File: src/rtl/eepw_pkg.sv
package eepw_pkg;

  typedef enum logic [2:0] {
    ST_IDLE,
    ST_SETUP,
    ST_STROBE,
    ST_HOLD,
    ST_OPEN,
    ST_PROG
  } wr_state_e;

  // Nanoseconds to clock cycles, rounded up.
  function automatic int ns2cyc(input longint ns, input longint mhz);
    return int'((ns * mhz + 64'd999) / 64'd1000);
  endfunction

  function automatic int imax(input int a, input int b);
    return (a > b) ? a : b;
  endfunction

endpackage

File: src/rtl/eepw_cycle_timer.sv
module eepw_cycle_timer #(
  parameter int W = 8
) (
  input  logic         clk,
  input  logic         rst_n,
  input  logic         clr,
  output logic [W-1:0] cnt_o
);

  logic [W-1:0] cnt_d;

  always_comb begin
    cnt_d = clr ? '0 : cnt_o + W'(1);
  end

  always_ff @(posedge clk or negedge rst_n) begin
    if (!rst_n) cnt_o <= '0;
    else        cnt_o <= cnt_d;
  end

endmodule

File: src/rtl/eepw_page_match.sv
module eepw_page_match #(
  parameter int TAG_W = 7
) (
  input  logic             clk,
  input  logic             rst_n,
  input  logic             load,
  input  logic [TAG_W-1:0] load_tag,
  input  logic [TAG_W-1:0] probe_tag,
  output logic             hit
);

  logic [TAG_W-1:0] tag_q;

  always_ff @(posedge clk or negedge rst_n) begin
    if (!rst_n)    tag_q <= '0;
    else if (load) tag_q <= load_tag;
  end

  assign hit = (probe_tag == tag_q);

endmodule

File: src/rtl/eepw_strobe_out.sv
module eepw_strobe_out
  import eepw_pkg::*;
#(
  parameter int AW     = 13,
  parameter int DW     = 8,
  parameter int WLOW_N = 3
) (
  input  logic          clk,
  input  logic          rst_n,
  input  wr_state_e     state_d,
  input  logic          load,
  input  logic [AW-1:0] addr_i,
  input  logic [DW-1:0] data_i,
  output logic          ce_n_o,
  output logic          we_n_o,
  output logic          oe_n_o,
  output logic          dq_oe_o,
  output logic [AW-1:0] addr_o,
  output logic [DW-1:0] dq_o
);

  localparam int LW = $clog2(WLOW_N + 2);

  logic ce_n_d, we_n_d, dq_oe_d;
  logic [LW-1:0] low_cnt_q;

  always_comb begin
    ce_n_d  = !(state_d == ST_SETUP || state_d == ST_STROBE || state_d == ST_HOLD);
    we_n_d  = (state_d != ST_STROBE);
    dq_oe_d = !ce_n_d;
  end

  always_ff @(posedge clk or negedge rst_n) begin
    if (!rst_n) begin
      ce_n_o  <= 1'b1;
      we_n_o  <= 1'b1;
      dq_oe_o <= 1'b0;
    end else begin
      ce_n_o  <= ce_n_d;
      we_n_o  <= we_n_d;
      dq_oe_o <= dq_oe_d;
    end
  end

  always_ff @(posedge clk or negedge rst_n) begin
    if (!rst_n) begin
      addr_o <= '0;
      dq_o   <= '0;
    end else if (load) begin
      addr_o <= addr_i;
      dq_o   <= data_i;
    end
  end

  assign oe_n_o = 1'b1;

  // Length of the current write-enable low run, saturating.
  always_ff @(posedge clk or negedge rst_n) begin
    if (!rst_n)                         low_cnt_q <= '0;
    else if (we_n_o)                    low_cnt_q <= '0;
    else if (low_cnt_q != {LW{1'b1}})   low_cnt_q <= low_cnt_q + LW'(1);
  end

  p_we_in_ce_r3: assert property (@(posedge clk) disable iff (!rst_n)
    !we_n_o |-> !ce_n_o);

  p_drive_in_ce_r4: assert property (@(posedge clk) disable iff (!rst_n)
    dq_oe_o |-> !ce_n_o);

  p_we_hold_r2: assert property (@(posedge clk) disable iff (!rst_n)
    (!we_n_o && $past(!we_n_o)) |-> ($stable(dq_o) && $stable(addr_o) && dq_oe_o));

  p_we_width_r2: assert property (@(posedge clk) disable iff (!rst_n)
    $rose(we_n_o) |-> (low_cnt_q >= LW'(WLOW_N)));

endmodule

File: src/rtl/eeprom_page_writer.sv
module eeprom_page_writer
  import eepw_pkg::*;
#(
  parameter int CLK_MHZ      = 50,
  parameter int ADDR_W       = 13,
  parameter int DATA_W       = 8,
  parameter int PAGE_BYTES   = 64,
  parameter int T_WP_NS      = 50,
  parameter int T_WPH_NS     = 50,
  parameter int T_DS_NS      = 50,
  parameter int T_CW_NS      = 50,
  parameter int T_BLC_MIN_NS = 150,
  parameter int T_BLC_MAX_NS = 100000,
  parameter int T_WC_NS      = 5000000,
  parameter int T_DW_NS      = 10000
) (
  input  logic              clk,
  input  logic              rst_n,
  input  logic              req_valid_i,
  output logic              req_ready_o,
  input  logic [ADDR_W-1:0] req_addr_i,
  input  logic [DATA_W-1:0] req_data_i,
  output logic [ADDR_W-1:0] mem_addr_o,
  output logic [DATA_W-1:0] mem_dq_o,
  output logic              mem_dq_oe_o,
  output logic              mem_ce_n_o,
  output logic              mem_oe_n_o,
  output logic              mem_we_n_o
);

  // Cycle counts for each timing limit.
  localparam int WLOW_N = imax(imax(ns2cyc(T_WP_NS, CLK_MHZ), ns2cyc(T_DS_NS, CLK_MHZ)),
                               imax(ns2cyc(T_CW_NS, CLK_MHZ) - 2, 1));
  localparam int WPH_N      = ns2cyc(T_WPH_NS, CLK_MHZ);
  localparam int BMIN_N     = ns2cyc(T_BLC_MIN_NS, CLK_MHZ);
  localparam int BMAX_N     = ns2cyc(T_BLC_MAX_NS, CLK_MHZ);
  localparam int BUSY_N     = imax(ns2cyc(T_WC_NS, CLK_MHZ), ns2cyc(T_DW_NS, CLK_MHZ));
  // Strobe-to-strobe distance is WLOW_N + 2 + (cycles spent in ST_OPEN).
  localparam int OPEN_MIN_N = imax(1, imax(BMIN_N - WLOW_N - 2, WPH_N - 2));
  localparam int OPEN_MAX_N = imax(OPEN_MIN_N, BMAX_N - WLOW_N - 2);
  localparam int CNT_MAX    = imax(BUSY_N, imax(OPEN_MAX_N, WLOW_N));
  localparam int CNT_W      = $clog2(CNT_MAX + 1);
  localparam int OFF_W      = $clog2(PAGE_BYTES);
  localparam int TAG_W      = ADDR_W - OFF_W;

  logic [1:0]       rst_sync_q;
  logic             rst_sn;
  wr_state_e        state_q, state_d;
  logic             accept, page_hit, window_ok;
  logic [CNT_W-1:0] cnt;

  // Reset: asserted asynchronously, released on the clock.
  always_ff @(posedge clk or negedge rst_n) begin
    if (!rst_n) rst_sync_q <= 2'b00;
    else        rst_sync_q <= {rst_sync_q[0], 1'b1};
  end
  assign rst_sn = rst_sync_q[1];

  assign window_ok = (cnt >= CNT_W'(OPEN_MIN_N - 1));

  always_comb begin
    state_d     = state_q;
    accept      = 1'b0;
    req_ready_o = 1'b0;
    case (state_q)
      ST_IDLE: begin
        req_ready_o = rst_sn;
        if (req_valid_i && rst_sn) begin
          accept  = 1'b1;
          state_d = ST_SETUP;
        end
      end
      ST_SETUP:  state_d = ST_STROBE;
      ST_STROBE: if (cnt == CNT_W'(WLOW_N - 1)) state_d = ST_HOLD;
      ST_HOLD:   state_d = ST_OPEN;
      ST_OPEN: begin
        req_ready_o = window_ok && page_hit;
        if (req_valid_i && window_ok && page_hit) begin
          accept  = 1'b1;
          state_d = ST_SETUP;
        end else if (req_valid_i && window_ok && !page_hit) begin
          state_d = ST_PROG;
        end else if (cnt == CNT_W'(OPEN_MAX_N - 1)) begin
          state_d = ST_PROG;
        end
      end
      ST_PROG:   if (cnt == CNT_W'(BUSY_N - 1)) state_d = ST_IDLE;
      default:   state_d = ST_IDLE;
    endcase
  end

  always_ff @(posedge clk or negedge rst_sn) begin
    if (!rst_sn) state_q <= ST_IDLE;
    else         state_q <= state_d;
  end

  eepw_cycle_timer #(.W(CNT_W)) u_timer (
    .clk   (clk),
    .rst_n (rst_sn),
    .clr   (state_d != state_q),
    .cnt_o (cnt)
  );

  eepw_page_match #(.TAG_W(TAG_W)) u_page (
    .clk       (clk),
    .rst_n     (rst_sn),
    .load      (accept),
    .load_tag  (req_addr_i[ADDR_W-1:OFF_W]),
    .probe_tag (req_addr_i[ADDR_W-1:OFF_W]),
    .hit       (page_hit)
  );

  eepw_strobe_out #(.AW(ADDR_W), .DW(DATA_W), .WLOW_N(WLOW_N)) u_strobe (
    .clk     (clk),
    .rst_n   (rst_sn),
    .state_d (state_d),
    .load    (accept),
    .addr_i  (req_addr_i),
    .data_i  (req_data_i),
    .ce_n_o  (mem_ce_n_o),
    .we_n_o  (mem_we_n_o),
    .oe_n_o  (mem_oe_n_o),
    .dq_oe_o (mem_dq_oe_o),
    .addr_o  (mem_addr_o),
    .dq_o    (mem_dq_o)
  );

  // A byte joined to an open page carries the same page tag as the previous one.
  p_open_page_r7: assert property (@(posedge clk) disable iff (!rst_sn)
    ($past(state_q == ST_OPEN) && state_q == ST_SETUP) |->
      (mem_addr_o[ADDR_W-1:OFF_W] == $past(mem_addr_o[ADDR_W-1:OFF_W])));

  // No acceptance while the programming wait runs.
  p_busy_ready_r6: assert property (@(posedge clk) disable iff (!rst_sn)
    (state_q == ST_PROG) |=> (state_q != ST_SETUP));

endmodule

File: config.mk
export PLATFORM = sky130hd
export DESIGN_NAME = eeprom_page_writer
export DESIGN_NICKNAME = d
export VERILOG_FILES = /design/src/rtl/eepw_pkg.sv /design/src/rtl/eepw_cycle_timer.sv /design/src/rtl/eepw_page_match.sv /design/src/rtl/eepw_strobe_out.sv /design/src/rtl/eeprom_page_writer.sv
export SDC_FILE = /design/constraint.sdc
export NUM_CORES = 1
export LEC_CHECK = 0
export ABC_AREA = 1
export BUFFER_PORTS_ARGS = -buffer_cell sky130_fd_sc_hd__buf_2
export CORE_MARGIN = 2
export CORE_UTILIZATION = 30
export DETAILED_ROUTE_END_ITERATION = 8
export GPL_TIMING_DRIVEN = 0
export MAX_ROUTING_LAYER = met4
export PLACE_DENSITY = 0.45
export SYNTH_ARGS = -nofsm -noshare
export SYNTH_HDL_FRONTEND = slang
export SYNTH_HIERARCHICAL = 1
export SYNTH_SLANG_ARGS = --single-unit
File: constraint.sdc
create_clock -name clk -period 3.07 [get_ports clk]
set_input_delay 0.4605 -clock clk [delete_from_list [all_inputs] [get_ports clk]]
set_output_delay 0.4605 -clock clk [all_outputs]
set_load 0.005 [all_outputs]
# Word level (Yosys, flattened, before mapping)

Cells that the tools add are included.

Add/sub/neg operators: 1
Magnitude comparators: 1
Equality and inequality tests: 14
Multiplexer cells: 12
Reductions and logical operators: 10

Operators with widths:

| cell                                                               | number |
|---|---|
| adder 18 x 1 -> 18 bit, second input constant                      | 1 |
| == test 18 x 13 -> 1 bit, second input constant                    | 1 |
| == test 18 bit, second input constant                              | 1 |
| == test 18 x 2 -> 1 bit, second input constant                     | 1 |
| greater-or-equal comparator 18 x 2 -> 1 bit, second input constant | 1 |
| two-way mux 18 bit                                                 | 1 |
| two-way mux 3 bit                                                  | 6 |
| case mux 3 bit (6 select lines)                                    | 1 |
| == test 3 x 2 -> 1 bit, second input constant                      | 4 |
| == test 7 bit                                                      | 1 |
| == test 3 x 1 -> 1 bit, second input constant                      | 2 |
| == test 3 bit, second input constant                               | 2 |
| logical AND 1 bit                                                  | 5 |
| case mux 1 bit (2 select lines)                                    | 2 |
| logical NOT 3 bit                                                  | 1 |
| != test 3 x 2 -> 1 bit, second input constant                      | 1 |
| != test 3 bit                                                      | 1 |
| logical NOT 1 bit                                                  | 2 |
| logical OR 1 bit                                                   | 2 |
| two-way mux 1 bit                                                  | 2 |

Register bits: 54
Input port bits: 24
Logic and storage cells: 47

# Longest topological paths before layout

Depth after elaboration: 10
Mapped depth: 15

# Modules after synthesis

The synthesis kept the hierarchy.

By module, submodules not included:

| module             | times used | cells an instance | area an instance (um^2) |
|---|---|---|---|
| eepw_cycle_timer   | 1          | 135               | 989.7 |
| eepw_strobe_out    | 1          | 100               | 919.6 |
| eeprom_page_writer | 1          | 71                | 440.4 |
| eepw_page_match    | 1          | 57                | 394.1 |

# Worst setup path after synthesis

No wires, ideal clock.

Path type: register to register
From: reg rst_sync_q[1]
To: reg u_timer.cnt_o[3]
Arrival time: 2.482 ns
Required time: 2.993 ns
Path slack: 0.511 ns
Cell stages (with the launch flop): 10
Path buffers: 1
Period minus slack after synthesis: 2.559 ns
Path through: dfrtp_1 nand3_1 nand2_1 nor2_2 nand3_1 nand3_2 buf_2 inv_1 o21ai_0 a21oi_1

Word-level cells in the longest chain between the ends: 5

RTL lines:

| element                         | RTL line                  | source |
|---|---|---|
| start, declared                 | eeprom_page_writer.sv:46  | `logic [1:0] rst_sync_q;` |
| start signal, assigned          | eeprom_page_writer.sv:55  | `else rst_sync_q <= {rst_sync_q[0], 1'b1};` |
| logical AND 1 bit               | eeprom_page_writer.sv:68  | `if (req_valid_i && rst_sn) begin` |
| two-way mux 3 bit               | eeprom_page_writer.sv:68  |  |
| case mux 3 bit (6 select lines) | eeprom_page_writer.sv:65  | `case (state_q)` |
| != test 3 bit                   | eeprom_page_writer.sv:100 | `.clr (state_d != state_q),` |
| two-way mux 18 bit              | eepw_cycle_timer.sv:13    | `cnt_d = clr ? '0 : cnt_o + W'(1);` |
| named net u_timer.cnt_d[3]      | eepw_cycle_timer.sv:10    | `logic [W-1:0] cnt_d;` |
| end signal, assigned            | eepw_cycle_timer.sv:18    | `else cnt_o <= cnt_d;` |
| end, declared                   | eepw_cycle_timer.sv:7     | `output logic [W-1:0] cnt_o` |

The timed path passes the listed nets, and every way through them passes these cells.
A chain may end at the register's enable or synchronous reset.

# Worst setup path in the final report

From: reg u_page.tag_q[3]
To: reg u_strobe.dq_o[5]

Word-level cells in the longest chain between the ends: 4

RTL lines:

| element                         | RTL line                 | source |
|---|---|---|
| start, declared                 | eepw_page_match.sv:12    | `logic [TAG_W-1:0] tag_q;` |
| start signal, assigned          | eepw_page_match.sv:16    | `else if (load) tag_q <= load_tag;` |
| == test 7 bit                   | eepw_page_match.sv:19    | `assign hit = (probe_tag == tag_q);` |
| named net page_hit              | eeprom_page_writer.sv:49 | `logic accept, page_hit, window_ok;` |
| logical AND 1 bit               | eeprom_page_writer.sv:78 | `if (req_valid_i && window_ok && page_hit) begin` |
| two-way mux 1 bit               | eeprom_page_writer.sv:78 |  |
| case mux 1 bit (2 select lines) | eeprom_page_writer.sv:65 |  |
| named net accept                | eeprom_page_writer.sv:49 |  |
| end signal, assigned            | eepw_strobe_out.sv:51    | `dq_o <= data_i;` |
| end, declared                   | eepw_strobe_out.sv:19    | `output logic [DW-1:0] dq_o` |

The timed path passes the listed nets, and every way through them passes these cells.

==> results.py <==
metrics = {
    "yosys": {
        "avgSynthCellArea_um2": 7.56,
        "yosys-mux-area-fraction_pct": 0.410,
        "yosysUniqueCellTypes": 33,
        "synthAdderAreaFrac_pct": 0.456,
        "synth_seq_cells": 54,
        "synth_top_family_by_area": "simple AND/OR/NAND/NOR gates",
        "synth_top_cell_area_share_pct": 47.4,
        "synth_xor_area_share_pct": 0.958,
        "synth_warnings": 6,
        "synthArstFlopShare_pct": 100,
        "synthesis.area_um2": 2740,
        "yosys-top-cells-area": "dfrtp_1 (47%), nand2_1 (19%), nor2_1 (6.0%)",
        "synth-edff-count": 0,
        "syn_inst": 363,
        "yosys.area_share.simple_pct": 35.8,
        "synth_compound_area_share_pct": 5.06,
        "synthesis.nets": 388,
        "ys_seq_area_share_pct": 49.3,
        "yosysTopAreaCell": "dfrtp_1",
        "synth_flop_cell": "dfrtp_1",
    },
    "setup_path": {
        "crit_chain": "nand2_1 > nand2_1 > nor2_1 > nand2_1 > nor2_2 > nand3_1 > o31ai_1 > inv_2 > buf_6 > nand2_1 > nand2_1",
        "crit_top_cell": "nand2_1",
        "slowest_stage": "o31ai_1",
        "ff2ff_path_depth": 11,
        "r2r_start": "u_page/tag_q[3]",
        "critical_path_class": "flop to flop",
        "endpoint_kind": "flop",
        "start_kind": "flop",
        "crit_fanout": 10,
        "worst-r2r-setup-slack_ns": 0.64,
        "crit_required_ns": 3.28,
        "critPathArrivalTime_ns": 2.63,
        "r2r-end": "u_strobe/dq_o[5]",
        "max_stage_delay_ns": 0.95,
    },
    "timing": {
        "timing.slew.headroom_pct": 20.0,
        "final_max_slew_viol_count": 0,
        "setup_viol": 0,
        "fin_crit_ns": 2.43,
        "fmax_mhz": 412,
        "tightest_slew_ns": 1.19,
        "clock_skew_ns": 0.00993,
        "period_share_pct": 79.0,
        "rsz0062_at_grt": "no",
        "finalHoldViolCount": 0,
    },
    "cts": {
        "htree_num_levels": 2,
        "clockBufferDepth": 2,
        "clock_sinks": 54,
        "root_buffer": "clkbuf_8",
        "cts_buffers": 5,
        "path_clk_slew_ns": 0.11,
        "cts_tree": "yes",
        "postCtsResizedCells": 0,
        "clock_latency_ns": 0.31,
    },
    "layout": {
        "n_antenna_cell": 0,
        "fillers": 940,
        "area_growth_pct": 19.1,
        "nets": 445,
        "drive_above_1_share_pct": 21.1,
        "final_area_um2": 3270,
        "fin_util_pct": 37.1,
        "layout_commonest_cell": "nand2_1",
        "mostFrequentLayoutCells": "nand2_1 (140), dfrtp_1 (51), buf_2 (49), nor2_1 (44), inv_1 (37)",
    },
    "routing": {
        "wl_um": 5970,
        "ant_nets": 0,
        "first_pass_iters": 4,
        "drt_iter0_drc": 88,
        "vias": 2308,
        "viasPerCell": 4.36,
        "drc": 0,
        "wl_per_cell_um": 11.3,
    },
    "floorplanning": {
        "fp-row-count": 34,
        "die_y_um": 99.6,
        "core_um2": 8810,
        "die_x_um": 99.6,
        "start_util_pct": 31.2,
        "io_pins": 50,
        "die_area_um2": 9930,
    },
    "pwr": {
        "p_int_mw": 1.54,
        "seq_power_share_pct": 45.5,
        "combPwrFrac_pct": 33.8,
        "p_sw_mw": 0.872,
        "p_per_area_nw_per_um2": 737,
        "ir_worst_vdd_mv": 0.255,
        "power_leakage_nw": 1.71,
        "switching_share_pct": 36.2,
        "clockPowerShare_pct": 20.6,
        "power.total_mw": 2.41,
    },
    "status": {
        "status": "complete, no violations",
    },
    "job": {
        "maxCapViolCount": 0,
    },
    "grt": {
        "overflow": 0,
        "first_global_vias": 2194,
        "antenna_found_initial": 0,
        "met2_usage_pct": 22.0,
        "grt_start_max_net_pins": 40,
        "track_usage_pct": 13.1,
        "grt_use_met1_pct": 16.0,
        "grt_busiest_layer": "met2",
        "met3_usage_pct": 2.95,
        "grt_pass1_wl_um": 10200,
    },
    "placed_design": {
        "io_buffers": 48,
        "hpwl_um": 4450,
        "place_area_um2": 3140,
        "gp_congestion": 0.787,
    },
    "min_path": {
        "hp-class": "flop to asynchronous set/reset pin",
    },
}
## power groups by stage
stage	clock network (mW)	registers, mW	logic, mW
floorplan	0	1.12	0.504
global placement	0	1.12	0.810
detailed placement	0	1.12	0.837
CTS	0.527	1.10	0.838
global route	0.557	1.13	0.954
finish	0.497	1.10	0.814
## state kept, by name, summed over array words and instances, names as in the netlist
signal	flops
state_q	3
rst_sync_q	2
u_page/tag_q	7
u_strobe/we_n_o	1
u_strobe/dq_oe_o	1
u_strobe/addr_o	13
u_timer/cnt_o	18
u_strobe/ce_n_o	1
u_strobe/dq_o	8
## final cells by class
class	count	area (µm²)	area share (%)
Sequential cell	54	1360	41.5
Multi-Input combinational cell	262	1180	36.1
Timing Repair Buffer	50	270	8.27
Inverter	40	150	4.60
Tap cell	108	135	4.14
Clock buffer	5	68.8	2.11
Buffer	7	61.3	1.88
Clock inverter	3	47.5	1.46
## per-layer routing
layer,vias up,routed length [µm]
met5,-,0
met4,0,31
met3,2,252
met2,45,2730
met1,1032,2960
li1,1229,-
## worst max-delay path: cells and delay by family (launching register included)
family	cells	cell delay [ns]
AND/OR/NAND/NOR	8	0.66
AO/OA/AOI/OAI	1	0.95
flip-flops	1	0.39
buffers and inverters	2	0.33
## Yosys cell counts, types with 2 or more instances
cell type,n
a21oi_1,6
buf_4,3
buf_6,3
conb_1,2
dfrtp_1,52
dfstp_2,2
inv_1,37
inv_2,2
nand2_1,140
nand2_2,6
nand3_1,18
nand3b_1,2
nand4_1,2
nor2_1,44
nor2_2,8
nor2_4,2
nor3_1,4
o21ai_0,14
xor2_1,2
## repair_timing
action                    4_1_cts  5_1_grt
hold endpoints to repair        2        0
buffers inserted                0        0
hold buffers                    1        0
## worst max path at each step
stage,startpoint,to,depth (start not counted)
final,u_page/tag_q[3],u_strobe/dq_o[5],11
after global routing,u_page/tag_q[3],u_strobe/dq_o[1],11
after CTS,u_page/tag_q[3],u_strobe/addr_o[3],11
after detailed placement,req_addr_i[9],u_strobe/addr_o[3],13
after global placement,rst_sync_q[1],u_timer/cnt_o[3],9
after floorplan,rst_sync_q[1],u_timer/cnt_o[3],9
## through the flow
stage	hold slack [ns]	std cells	setup slack, ns	TNS (ns)
floorplan	0.165	363	0.511	0
global placement	0.246	519	-0.507	-11.20
detailed placement	0.199	520	0.379	0
CTS	0.199	529	0.596	0
global route	0.216	529	0.304	0
finish	0.177	529	0.644	0
## cell families (layout without fill, tap and decap cells)
| logic type | count (synthesis) | count (layout) |
|---|---|---|
| AOI/OAI and AO/OA | 25 | 25 |
| DFF | 54 | 54 |
| buffers and inverters | 47 | 105 |
| adders and majority gates | 1 | 1 |
| and+or+nand+nor | 230 | 230 |
| xor gates and xnor gates | 3 | 3 |
| muxes | 1 | 1 |
| other | 2 | 2 |
Power figures use the tool's default switching activity.
